$ cat config.mk
export PLATFORM = sky130hd
export DESIGN_NAME = fetch_redirect
export DESIGN_NICKNAME = d
export VERILOG_FILES = /design/src/rtl/fetch_redirect_pkg.sv /design/src/rtl/slot_tracker.sv /design/src/rtl/redirect_arb.sv /design/src/rtl/pc_seq.sv /design/src/rtl/fetch_redirect.sv
export SDC_FILE = /design/constraint.sdc
export NUM_CORES = 1
export LEC_CHECK = 0
export ABC_AREA = 1
export BUFFER_PORTS_ARGS = -buffer_cell sky130_fd_sc_hd__buf_2
export CAP_MARGIN = 10
export CORE_UTILIZATION = 35
export DETAILED_ROUTE_END_ITERATION = 10
export GPL_ROUTABILITY_DRIVEN = 0
export GPL_TIMING_DRIVEN = 0
export PLACE_DENSITY = 0.69
export SETUP_SLACK_MARGIN = 0.2
export SLEW_MARGIN = 20
export SYNTH_ARGS = -nofsm -noshare
export SYNTH_HDL_FRONTEND = slang
export SYNTH_SLANG_ARGS = --single-unit
$ cat constraint.sdc
create_clock -name clk -period 1.4 [get_ports clk]
set_input_delay 0.14 -clock clk [delete_from_list [all_inputs] [get_ports clk]]
set_output_delay 0.14 -clock clk [all_outputs]
set_load 0.02 [all_outputs]
$ cat src/rtl/fetch_redirect_pkg.sv
package fetch_redirect_pkg;

  typedef enum logic [1:0] {
    SRC_SEQ = 2'd0,
    SRC_DEC = 2'd1,
    SRC_EXE = 2'd2,
    SRC_EXC = 2'd3
  } redir_src_e;

  localparam int unsigned KILL_W = 3;
  localparam int unsigned K_FETCH = 0;
  localparam int unsigned K_DECODE = 1;
  localparam int unsigned K_EXECUTE = 2;

endpackage

$ cat src/rtl/slot_tracker.sv
module slot_tracker
  import fetch_redirect_pkg::*;
#(
  parameter int unsigned TRACKED = 2
) (
  input  logic              clk,
  input  logic              rst_n,
  input  logic [KILL_W-1:0] kill,
  output logic [TRACKED:1]  live
);

  logic [TRACKED:0] chain;

  assign chain[0] = 1'b1;

  for (genvar s = 1; s <= TRACKED; s++) begin : g_slot
    always_ff @(posedge clk) begin
      if (!rst_n) chain[s] <= 1'b0;
      else        chain[s] <= chain[s-1] & ~kill[s-1];
    end
  end

  assign live = chain[TRACKED:1];

  // a slot that was squashed comes back as a bubble next cycle
  p_bubble_after_kill_r9: assert property (@(posedge clk) disable iff (!rst_n)
    kill[K_FETCH] |=> !live[1]);

endmodule

$ cat src/rtl/redirect_arb.sv
module redirect_arb
  import fetch_redirect_pkg::*;
(
  input  logic              d_live,
  input  logic              x_live,
  input  logic              dec_jump,
  input  logic              exe_branch,
  input  logic              exe_jumpreg,
  input  logic              exe_taken,
  input  logic              exc_valid,
  output redir_src_e        src,
  output logic [KILL_W-1:0] kill
);

  logic dec_req;
  logic exe_req;

  assign dec_req = d_live & dec_jump;
  assign exe_req = x_live & (exe_jumpreg | (exe_branch & exe_taken));

  always_comb begin
    src  = SRC_SEQ;
    kill = '0;
    if (exc_valid) begin
      src  = SRC_EXC;
      kill = '1;
    end else if (exe_req) begin
      src               = SRC_EXE;
      kill[K_FETCH]     = 1'b1;
      kill[K_DECODE]    = 1'b1;
    end else if (dec_req) begin
      src           = SRC_DEC;
      kill[K_FETCH] = 1'b1;
    end
  end

  always_comb begin
    // a deeper kill always implies every shallower kill
    p_kill_nested_r4: assert (!(kill[K_DECODE] && !kill[K_FETCH]));
  end

endmodule

$ cat src/rtl/pc_seq.sv
module pc_seq
  import fetch_redirect_pkg::*;
#(
  parameter int unsigned          XLEN     = 32,
  parameter int unsigned          STEP     = 4,
  parameter logic [XLEN-1:0]      RESET_PC = 32'h0000_1000
) (
  input  logic            clk,
  input  logic            rst_n,
  input  redir_src_e      src,
  input  logic [XLEN-1:0] dec_target,
  input  logic [XLEN-1:0] exe_target,
  input  logic [XLEN-1:0] exc_vector,
  output logic [XLEN-1:0] fetch_pc,
  output logic [XLEN-1:0] next_pc
);

  localparam logic [XLEN-1:0] STEP_V = XLEN'(STEP);

  logic [XLEN-1:0] seq_pc;

  assign seq_pc = fetch_pc + STEP_V;

  always_comb begin
    unique case (src)
      SRC_DEC: next_pc = dec_target;
      SRC_EXE: next_pc = exe_target;
      SRC_EXC: next_pc = exc_vector;
      default: next_pc = seq_pc;
    endcase
  end

  always_ff @(posedge clk) begin
    if (!rst_n) fetch_pc <= RESET_PC;
    else        fetch_pc <= next_pc;
  end

  // the fetch address follows the previous cycle's choice
  p_pc_follows_r10: assert property (@(posedge clk) disable iff (!rst_n)
    rst_n && $past(rst_n) |-> fetch_pc == $past(next_pc));

endmodule

$ cat src/rtl/fetch_redirect.sv
module fetch_redirect
  import fetch_redirect_pkg::*;
#(
  parameter int unsigned     XLEN     = 32,
  parameter int unsigned     STEP     = 4,
  parameter logic [XLEN-1:0] RESET_PC = 32'h0000_1000
) (
  input  logic            clk,
  input  logic            rst_n,
  input  logic            dec_jump,
  input  logic [XLEN-1:0] dec_target,
  input  logic            exe_branch,
  input  logic            exe_jumpreg,
  input  logic            exe_taken,
  input  logic [XLEN-1:0] exe_target,
  input  logic            exc_valid,
  input  logic [XLEN-1:0] exc_vector,
  output logic [XLEN-1:0] fetch_pc,
  output logic [XLEN-1:0] next_pc,
  output logic            kill_fetch,
  output logic            kill_decode,
  output logic            kill_execute
);

  localparam int unsigned TRACKED = KILL_W - 1;

  redir_src_e        src;
  logic [KILL_W-1:0] kill;
  logic [TRACKED:1]  live;

  slot_tracker #(.TRACKED(TRACKED)) u_track (
    .clk  (clk),
    .rst_n(rst_n),
    .kill (kill),
    .live (live)
  );

  redirect_arb u_arb (
    .d_live     (live[1]),
    .x_live     (live[2]),
    .dec_jump   (dec_jump),
    .exe_branch (exe_branch),
    .exe_jumpreg(exe_jumpreg),
    .exe_taken  (exe_taken),
    .exc_valid  (exc_valid),
    .src        (src),
    .kill       (kill)
  );

  pc_seq #(.XLEN(XLEN), .STEP(STEP), .RESET_PC(RESET_PC)) u_pc (
    .clk       (clk),
    .rst_n     (rst_n),
    .src       (src),
    .dec_target(dec_target),
    .exe_target(exe_target),
    .exc_vector(exc_vector),
    .fetch_pc  (fetch_pc),
    .next_pc   (next_pc)
  );

  assign kill_fetch   = kill[K_FETCH];
  assign kill_decode  = kill[K_DECODE];
  assign kill_execute = kill[K_EXECUTE];

  // without any kill the fetch stream is sequential
  p_seq_step_r2: assert property (@(posedge clk) disable iff (!rst_n)
    !kill_fetch |-> next_pc == fetch_pc + XLEN'(STEP));

  // an exception squashes every younger stage and vectors fetch
  p_exc_all_r8: assert property (@(posedge clk) disable iff (!rst_n)
    exc_valid |-> kill_fetch && kill_decode && kill_execute && next_pc == exc_vector);

  // two bubbles behind an execute redirect leave nothing to redirect
  p_dead_slots_r9: assert property (@(posedge clk) disable iff (!rst_n)
    !exc_valid && !live[1] && !live[2] |-> !kill_fetch);

  // execute-stage redirect beats a simultaneous decode jump
  p_exe_first_r7: assert property (@(posedge clk) disable iff (!rst_n)
    kill_decode && !exc_valid |-> next_pc == exe_target);

endmodule

==> results of run 1 <==
per-layer routing:
layer | vias to the layer above | track usage (%) | part of all wire (%) | wire length (um)
met5 | - | 0 | 0 | 0
met4 | 0 | 21.92 | 8.2 | 1433
met3 | 163 | 7.201 | 10 | 1766
met2 | 411 | 55.35 | 47 | 8267
met1 | 2307 | 34.13 | 34 | 5953
li1 | 2208 | - | - | -
power breakdown:
part	internal (mW)	leakage [nW]	switching, mW	total (mW)
Sequential	1.03	0.298	0.117	1.15
Combinational	0.906	2.82	0.977	1.88
Clock	0.343	0.0426	0.416	0.759
Total	2.28	3.16	1.51	3.79
worst max-delay path: stages (launching register included):
cell     delay [ns]
dfxtp_4        0.40
ha_4           0.20
inv_4          0.05
nor2_4         0.14
nand2_4        0.12
nor2_4         0.14
buf_6          0.13
nand2_2        0.05
nand2_1        0.06
nand2_1        0.06
nand2_2        0.07
nand2_2        0.06
buf_6          0.13
repair_timing:
item	4_1_cts	5_1_grt
cloned	7	1
pin swaps	52	57
setup buffers	69	25
resized for setup	212	143
setup endpoints to repair	66	67
worst min-delay path by stage:
stage,cells after the start,end,slack [ns],startpoint
final,2,u_pc.fetch_pc[12]$_SDFF_PN1_,0.09,rst_n
after global placement,2,u_pc.fetch_pc[12]$_SDFF_PN1_,0.37,rst_n
after CTS,2,u_pc.fetch_pc[12]$_SDFF_PN1_,0.07,rst_n
after detailed placement,2,u_pc.fetch_pc[12]$_SDFF_PN1_,0.37,rst_n
after global routing,2,u_pc.fetch_pc[12]$_SDFF_PN1_,0.08,rst_n
after floorplan,1,u_pc.fetch_pc[12]$_SDFF_PN1_,0.22,rst_n
layout by cell type (no fill, tap or decap), types with 4 or more instances in the layout:
master    instances
nand3_1          18
nor3_2            5
buf_6            74
dfxtp_2           6
buf_4            55
nand4_1          18
clkbuf_8          5
nor3_4            7
inv_1            77
dfxtp_1           4
buf_12            9
inv_2            12
o21ai_0          10
nor2_2           30
nand3_4           7
a21oi_2           7
dfxtp_4          24
nand2_2          50
buf_2           136
buf_8             5
o21ai_2          10
nand2_4          10
o21ai_4           6
nor2_4           38
clkbuf_1          7
a21oi_1           6
nand3b_1          4
nand2_1          97
buf_16            4
nor2_1           46
layout make-up:
class	count	area share, %
timing repair buffer	270	33.34
sequential	34	12.11
clock inverter	2	0.1362
clock buffer	6	1.129
tap	105	2.044
buffer	21	3.445
multi-input combinational	392	42.31
inverter	92	5.489
flip-flops by register name, summed over array words and instances (netlist names):
register       flops
u_pc.fetch_pc     32
u_track.live       2
stage by stage:
step | setup TNS (ns) | instance area [sq um] | hold WS, ns
2_1_floorplan | -0.1109 | 3167 | 0.2240
3_3_place_gp | -6.706 | 4139 | 0.3678
3_5_place_dp | -7.620 | 4139 | 0.3658
4_1_cts | -14.25 | 5639 | 0.06847
5_1_grt | -26.22 | 6429 | 0.08267
6_report | -22.07 | 6429 | 0.09337
cells by family (layout without fill, tap and decap cells):
kind of cell    after synthesis  in the layout  synth area share [%]
buf+inv                     113            391                 16.53
xor+xnor                     10             10                 2.952
fa+ha+maj                     1              1                0.4217
flops                        34             34                 22.94
compound gates               44             44                 7.507
simple gates                337            337                 49.64
==> impl_metrics.toml, run 1 <==
[run_status]
status = "complete, but fails checks"
failed_checks = "negative setup slack"

[cells_and_area]
drive_gt1_share_pct = 63.53
fin_cells = 922
syn_to_final_growth_pct = 116.7
n_fill_cell = 470
multi_input_area_sq_mm = 0.002720
antenna_cells = 0
fin_nets = 920
fin_util_pct = 78.24
regArea_sq_um = 778.2

[synthesis]
ys_seq_elements = 34
synth_ff_type = "dfxtp_1"
synth_area_sq_mm = 0.002967
synth_fp_nets = 643
yosysMostFrequentCell = "nand2_1"
synth_cell_types = 29
syn_avg_cell_area_sq_um = 5.504
synthArstFlopShare_pct = 0
syn_inst = 539
synth_area_leaders = "dfxtp_1 (23%), nand2_1 (20%), nor2_1 (13%)"
yosysTopAreaCell = "dfxtp_1"
synth_edf_count = 0
synth-seq-area-share_pct = 22.94
synth_top_area_share_pct = 22.94
synth_commonest_cells = "nand2_1 (156), nor2_1 (105), inv_1 (89)"
ys_warn_count = 0

[timing]
rsz0062_at_grt = "true"
drv_slew = 0
setup_violations = 63
skew_ns = 0.008296
fin_crit_ns = 2.045
fin_crit_sh_pct = 146.1
finalHoldViolCount = 0
worst_slack_ns = -0.6449
slew_headroom_pct = 52.64
max_freq_ghz = 0.4890
worst_slew_pin_slew_ns = 0.7104

[detailed_routing]
dr.pass1.iters = 7
drc = 0
vias = 5089
antenna_left = 0
via_per_inst = 5.520
wl_um = 17420
wire_per_inst_um = 18.89
drt_iter0_drc = 441

[worst_setup_path]
crit_fanout = 5
crit_start = "u_pc.fetch_pc[3]$_SDFF_PN0_"
start_kind = "flip-flop"
r2r-end = "u_pc.fetch_pc[31]$_SDFF_PN0_"
cp-end-kind = "output port"
setup.worst_path.class = "flip-flop to output port"
r2r_start = "u_pc.fetch_pc[20]$_SDFF_PN0_"
required_ns = 1.26
r2r_slack_ns = -0.51
ff2ff_path_depth = 12
critPathCapture = "next_pc[28]"
worstPathArrival_ns = 1.90

[die]
dieArea_sq_mm = 0.008848
die_w_um = 94.07
core_area_sq_mm = 0.008217
die_h_um = 94.07
rows = 33
io_pins = 170
start_util_pct = 36.10

[global_route]
grt.total_usage_pct = 31.87
grt_pass1_wl_um = 21510
grt_pass1_vias = 4523
antenna_found_initial = 0
grt_max_degree = 11
gr-total-overflow = 0

[placed_design]
port_buffers = 168
dp_cells = 812
pre_cts_slack_ns = -0.3135
dp.final_hpwl_um = 8127

[cts]
clock_path_buffers = 2
cts_made_buffers = 5
cts_tree = "yes"
ctsRootBufferMaster = "clkbuf_8"
htreeDepth = 2
cts_sinks = 34
clk_latency_ns = 0.31
hold_buffers = 0
path_clk_slew_ns = 0.07

[pwr]
vdd_ir_drop_max_v = 0.0003776
p_total_mw = 3.790
power.leakage_nw = 3.159
powerDensity_mw_per_mm2 = 589.5

[worst_hold_path]
hp-class = "primary input to flip-flop"

[run]
cap_violations = 0
No activity file was read; power rests on OpenSTA's default activity.
==> inputs of run 2 (changes only) <==
ABC_AREA = unset   (was 1)
ABC_CLOCK_PERIOD_IN_PS = 1400   (was unset)
PLACE_DENSITY = 0.73   (was 0.69)
==> run 2 against run 1 <==
The run ends with design-rule violations, negative setup slack left; worst hold slack improved by 0.028 ns; non-clock buffer count fell by 58; sequential power barely moved; clock skew rose by 0.0022 ns; combinational power fell by 24%; sequential share of layout area rose by 3.6 points; design area fell by 27%; worst setup slack got worse by 0.36 ns; wire length fell by 36%; critical path depth fell by 6; synthesized cell count fell by 46%.
==> impl_metrics.toml, run 2 <==
[run_status]
status = "complete, but fails checks"
failed_checks = "design-rule violations, negative setup slack"

[detailed_routing]
antenna_left = 0
via_per_inst = 5.928
wl_um = 11200
dr.pass1.iters = 8
wire_per_inst_um = 19.15
drc = 16
drt_iter0_drc = 238
vias = 3468

[synthesis]
synth_fp_nets = 393
synth-seq-area-share_pct = 28.95
syn_inst = 289
synth_edf_count = 0
synth_area_leaders = "dfxtp_1 (29%), a22oi_1 (11%), and2_1 (6.1%)"
synth_top_area_share_pct = 28.95
synth_cell_types = 44
yosysMostFrequentCell = "dfxtp_1"
synth_area_sq_mm = 0.002351
ys_seq_elements = 34
synth_commonest_cells = "dfxtp_1 (34), a22oi_1 (33), o21ai_0 (24)"
yosysTopAreaCell = "dfxtp_1"
synth_ff_type = "dfxtp_1"
syn_avg_cell_area_sq_um = 8.135
synthArstFlopShare_pct = 0
ys_warn_count = 0

[cells_and_area]
multi_input_area_sq_mm = 0.002096
final_area_sq_mm = 0.004691
top_register = "u_pc.fetch_pc"
drive_gt1_share_pct = 68.11
final_cell_mix = "buf_2 (139), buf_6 (39), buf_4 (36)"
layout_commonest_cell = "buf_2"
n_fill_cell = 460
antenna_cells = 0
syn_to_final_growth_pct = 99.52
regArea_sq_um = 734.5
largest_register_ffs = 32
fin_cells = 585
fin_nets = 611

[worst_setup_path]
setup.worst_path.class = "flip-flop to output port"
required_ns = 1.26
cp.buffers_inverters = 2
cp-end-kind = "output port"
critPathMaxStageDelay_ns = 0.54
path_delay_family = "simple AND/OR/NAND/NOR gates"
cp.depth = 6
worstPathCellList = "nand4_4 > or4_4 > buf_6 > or4_4 > a31oi_4 > buf_6"
start_kind = "flip-flop"
cp_slowest_cell = "or4_4"
crit_fanout = 10
ff2ff_path_depth = 6
worstPathArrival_ns = 2.26

[cts]
cts_sinks = 34
path_clk_slew_ns = 0.08
clk_latency_ns = 0.29
clock_path_buffers = 2
htreeDepth = 2
ctsRootBufferMaster = "clkbuf_8"
cts_made_buffers = 5
cts_tree = "yes"

[pwr]
powerDensity_mw_per_mm2 = 706.3
power.leakage_nw = 2.024
vdd_ir_drop_max_v = 0.0004855

[timing]
fin_tns_setup_ns = -33.61
worst_slew_pin_slew_ns = 0.6553
skew_ns = 0.01050
setup_violations = 63
rsz0062_at_grt = "true"
hold_slack_ns = 0.1209
drv_slew = 0
max_freq_ghz = 0.4161
worst_slack_ns = -1.003
fin_crit_sh_pct = 171.7
finalHoldViolCount = 0
slew_headroom_pct = 56.31
fin_crit_ns = 2.403

[die]
dieArea_sq_mm = 0.007049
die_w_um = 83.96
rows = 29
core_area_sq_mm = 0.006422
start_util_pct = 36.61
die_h_um = 83.96
io_pins = 170

[placed_design]
dp.final_hpwl_um = 7562
dp_cells = 534
dpl_cell_area_sq_mm = 0.003747
pre_cts_slack_ns = -0.8228
port_buffers = 168

[global_route]
grt_max_degree = 11
grt_pass1_vias = 3308
grt_pass1_wl_um = 16880
gr-total-overflow = 0
grt.total_usage_pct = 30.70
antenna_found_initial = 0

[run]
cap_violations = 0

[worst_hold_path]
hold_path_depth = 2
hp-class = "primary input to flip-flop"
==> run 2: changes by cell type after synthesis, moves of 12 or more <==
cell,delta
nand3_1,-16
and2_1,+23
nor2_1,-99
nand2_1,-145
or2_2,+12
inv_1,-83
a22oi_1,+33
a222oi_1,+12
==> run 2: cell type report <==
class                      count  share of cell area (%)
multi-input combinational    225                   44.68
timing repair buffer         211                   29.87
sequential                    34                   15.66
buffer                        22                   5.175
tap                           77                   2.054
clock buffer                   8                   1.707
inverter                       8                  0.8536
==> run 2: worst register-to-register path, delay by kind of cell, from the launching register on <==
family / cells / cell delay (ns)
AOI/OAI and AO/OA: 1 / 0.21
DFF: 1 / 0.37
buffers and inverters: 1 / 0.16
and+or+nand+nor: 4 / 1.24
==> run 2: cell families (layout without fill, tap and decap cells) <==
logic type	count (synthesis)	after routing	share of synthesized area, %
AOI/OAI and AO/OA	106	106	32.57
and+or+nand+nor	101	101	26.18
DFF	34	34	28.95
buffers and inverters	30	249	5.428
xor gates and xnor gates	17	17	6.333
adders and majority gates	1	1	0.5321
==> run 2: worst paths after layout <==
check                                                  from                      endpoint  slack, ns
worst max register to register  u_pc.fetch_pc[8]$_SDFF_PN0_  u_pc.fetch_pc[23]$_SDFF_PN0_      -0.63
worst max-delay path            u_pc.fetch_pc[8]$_SDFF_PN0_                   next_pc[23]      -1.00
worst min register to register   u_track.live[1]$_SDFF_PN0_    u_track.live[2]$_SDFF_PN0_       0.53
worst min-delay path                                  rst_n  u_pc.fetch_pc[12]$_SDFF_PN1_       0.12
==> run 2: where the power goes <==
part           leakage [nW]  switching [mW]  internal [mW]
combinational          1.69           0.739          0.683
sequential            0.291           0.115           1.04
clock                0.0395           0.380          0.354
==> run 2: metrics by stage <==
step	util (%)	power (mW)
floorplan	-	1.877
global placement	58.35	2.290
detailed placement	58.35	2.308
CTS	70.50	3.257
global route	73.04	3.448
finish	73.04	3.313
==> run 2: repair_timing <==
action,4_1_cts,5_1_grt
hold endpoints to repair,0,0
buffers inserted,31,10
endpoints found under the setup margin,68,68
cloned,2,0
gates resized for setup,121,24
hold buffers,0,0
pin swaps,30,19
==> run 2: per-layer routing <==
metal  up-vias  global-route usage (%)  part of all wire [%]
met5         -                       0                     0
met2       194                   54.25                    52
li1       1574                       -                     -
met1      1684                   38.40                    40
met3        16                   3.858                   6.9
met4         0                   10.19                   1.5
==> inputs of run 3 (changes only) <==
CORE_ASPECT_RATIO = 1.75   (was unset)
==> run 3 against run 2 <==
Design area up 5.5%; the run ends with negative setup slack left; total power up 11%; sequential share of layout area down 0.84 points; first-iteration DRC count down 13%; clock power up 44%; critical path type unchanged; die area up 0.18%; sequential power about the same; maximum frequency up 0.19%; count of clock-buffer cells in the layout down 2; largest power group unchanged.
==> impl_metrics.toml, run 3 (synthesis results as in run 2) <==
[timing]
drv_slew = 0
fin_crit_sh_pct = 171.3
fin_crit_ns = 2.398
fin_tns_setup_ns = -34.40
worst_slack_ns = -0.9985
hold_slack_ns = 0.1533
worst_slew_pin_slew_ns = 0.8703
slew_headroom_pct = 41.98
finalHoldViolCount = 0
setup_violations = 63
skew_ns = 0.005701
rsz0062_at_grt = "true"
max_freq_ghz = 0.4169

[worst_setup_path]
crit_fanout = 6
worstPathArrival_ns = 2.26
r2r_start = "u_pc.fetch_pc[4]$_SDFF_PN0_"
setup.worst_path.class = "flip-flop to output port"
required_ns = 1.26
crit_start = "u_pc.fetch_pc[4]$_SDFF_PN0_"
cp-end-kind = "output port"
r2r_slack_ns = -0.65
start_kind = "flip-flop"

[die]
dieArea_sq_mm = 0.007062
io_pins = 170
die_w_um = 63.96
start_util_pct = 36.23
rows = 39
die_h_um = 110.4
core_area_sq_mm = 0.006490

[cts]
hold_buffers = 0
cts_sinks = 34
cts_tree = "yes"
htreeDepth = 2
ctsRootBufferMaster = "clkbuf_16"
cts_made_buffers = 5
path_clk_slew_ns = 0.06
clock_path_buffers = 2
clk_latency_ns = 0.28

[placed_design]
dp.final_hpwl_um = 7903
dpl_cell_area_sq_mm = 0.003754
port_buffers = 168

[cells_and_area]
largest_register_ffs = 32
syn_to_final_growth_pct = 110.5
drive_gt1_share_pct = 71.29
fin_nets = 615
fin_util_pct = 76.25
layout_commonest_cell = "buf_2"
antenna_cells = 0
final_area_sq_mm = 0.004949
top_register = "u_pc.fetch_pc"
final_cell_mix = "buf_2 (139), buf_6 (45), buf_4 (35)"
n_fill_cell = 436

[worst_hold_path]
min_from = "rst_n"
hp-class = "primary input to flip-flop"

[run_status]
failed_checks = "negative setup slack"
status = "complete, but fails checks"

[global_route]
grt_pass1_vias = 3485
antenna_found_initial = 0
gr-total-overflow = 0
grt_pass1_wl_um = 17280
grt.total_usage_pct = 31.75
grt_max_degree = 11

[run]
cap_violations = 0

[detailed_routing]
wire_per_inst_um = 19.56
dr.pass1.iters = 5
vias = 3448
wl_um = 11620
drc = 0
via_per_inst = 5.805
drt_iter0_drc = 206
antenna_left = 0

[pwr]
vdd_ir_drop_max_v = 0.0004293
power.leakage_nw = 2.110
p_comb_share_pct = 39.3
switching_power_mw = 1.289
p_total_mw = 3.681
switching_share_pct = 35.01
clkPwrFrac_pct = 28.9
sequentialPowerShare_pct = 31.8
intPower_mw = 2.392
powerDensity_mw_per_mm2 = 743.8
[run 3: changes by cell type in the layout (fill, tap and decap cells not counted), sizes merged]
cell | before | now
buf | 217 | 220
clkbuf | 24 | 23
clkinv | 1 | 3
[run 3: power by group through the flow]
stage / Combinational (mW) / Clock (mW) / Sequential [mW]
floorplan: 0.632 / 0 / 1.25
global placement: 1.12 / 0 / 1.18
detailed placement: 1.13 / 0 / 1.18
CTS: 1.36 / 1.08 / 1.16
global route: 1.52 / 1.11 / 1.18
finish: 1.45 / 1.06 / 1.17
[run 3: layout make-up]
| cell class | instances | area [sq um] | share of cell area, % |
|---|---|---|---|
| clock buffers | 6 | 128.9 | 2.604 |
| inverters | 8 | 40.04 | 0.8091 |
| well taps | 82 | 102.6 | 2.073 |
| flip-flops and latches | 34 | 733.2 | 14.82 |
| plain buffers | 22 | 227.7 | 4.602 |
| multi-input cells | 225 | 2256 | 45.59 |
| repair buffers | 215 | 1451 | 29.33 |
| clock inverters | 2 | 8.758 | 0.1770 |
[run 3: stage by stage]
stage	cells	setup WS, ns
after floorplan	289	-0.6821
after global placement	539	-0.8046
after detailed placement	539	-0.8187
after CTS	581	-0.9668
after global routing	594	-1.039
final	594	-0.9985
[run 3: what timing repair did]
item,CTS,global route
cloned,2,0
resized for setup,125,52
pin swaps,29,24
setup endpoints to repair,68,67
setup buffers,32,13
[run 3: final timing paths]
check	endpoint	depth (start not counted)
setup reg to reg	u_pc.fetch_pc[15]$_SDFF_PN0_	6
setup / recovery	next_pc[15]	6
hold / removal	u_pc.fetch_pc[12]$_SDFF_PN1_	2
hold reg to reg	u_track.live[2]$_SDFF_PN0_	1
[run 3: routing by layer]
layer | wire length, um | part of all wire (%) | track usage [%] | vias to the layer above
met5 | 0 | 0 | 0 | -
met4 | 617 | 5.3 | 16.97 | 0
met3 | 649 | 5.6 | 4.339 | 37
met2 | 6438 | 55 | 60.78 | 167
met1 | 3910 | 34 | 31.39 | 1664
li1 | - | - | - | 1580
[run 3: worst max-delay path, stage by stage (launching register included)]
cell	delay, ns
dfxtp_4	0.38
nand4_1	0.18
or4_1	0.48
buf_6	0.18
or4_4	0.43
a31oi_4	0.18
buf_6	0.15
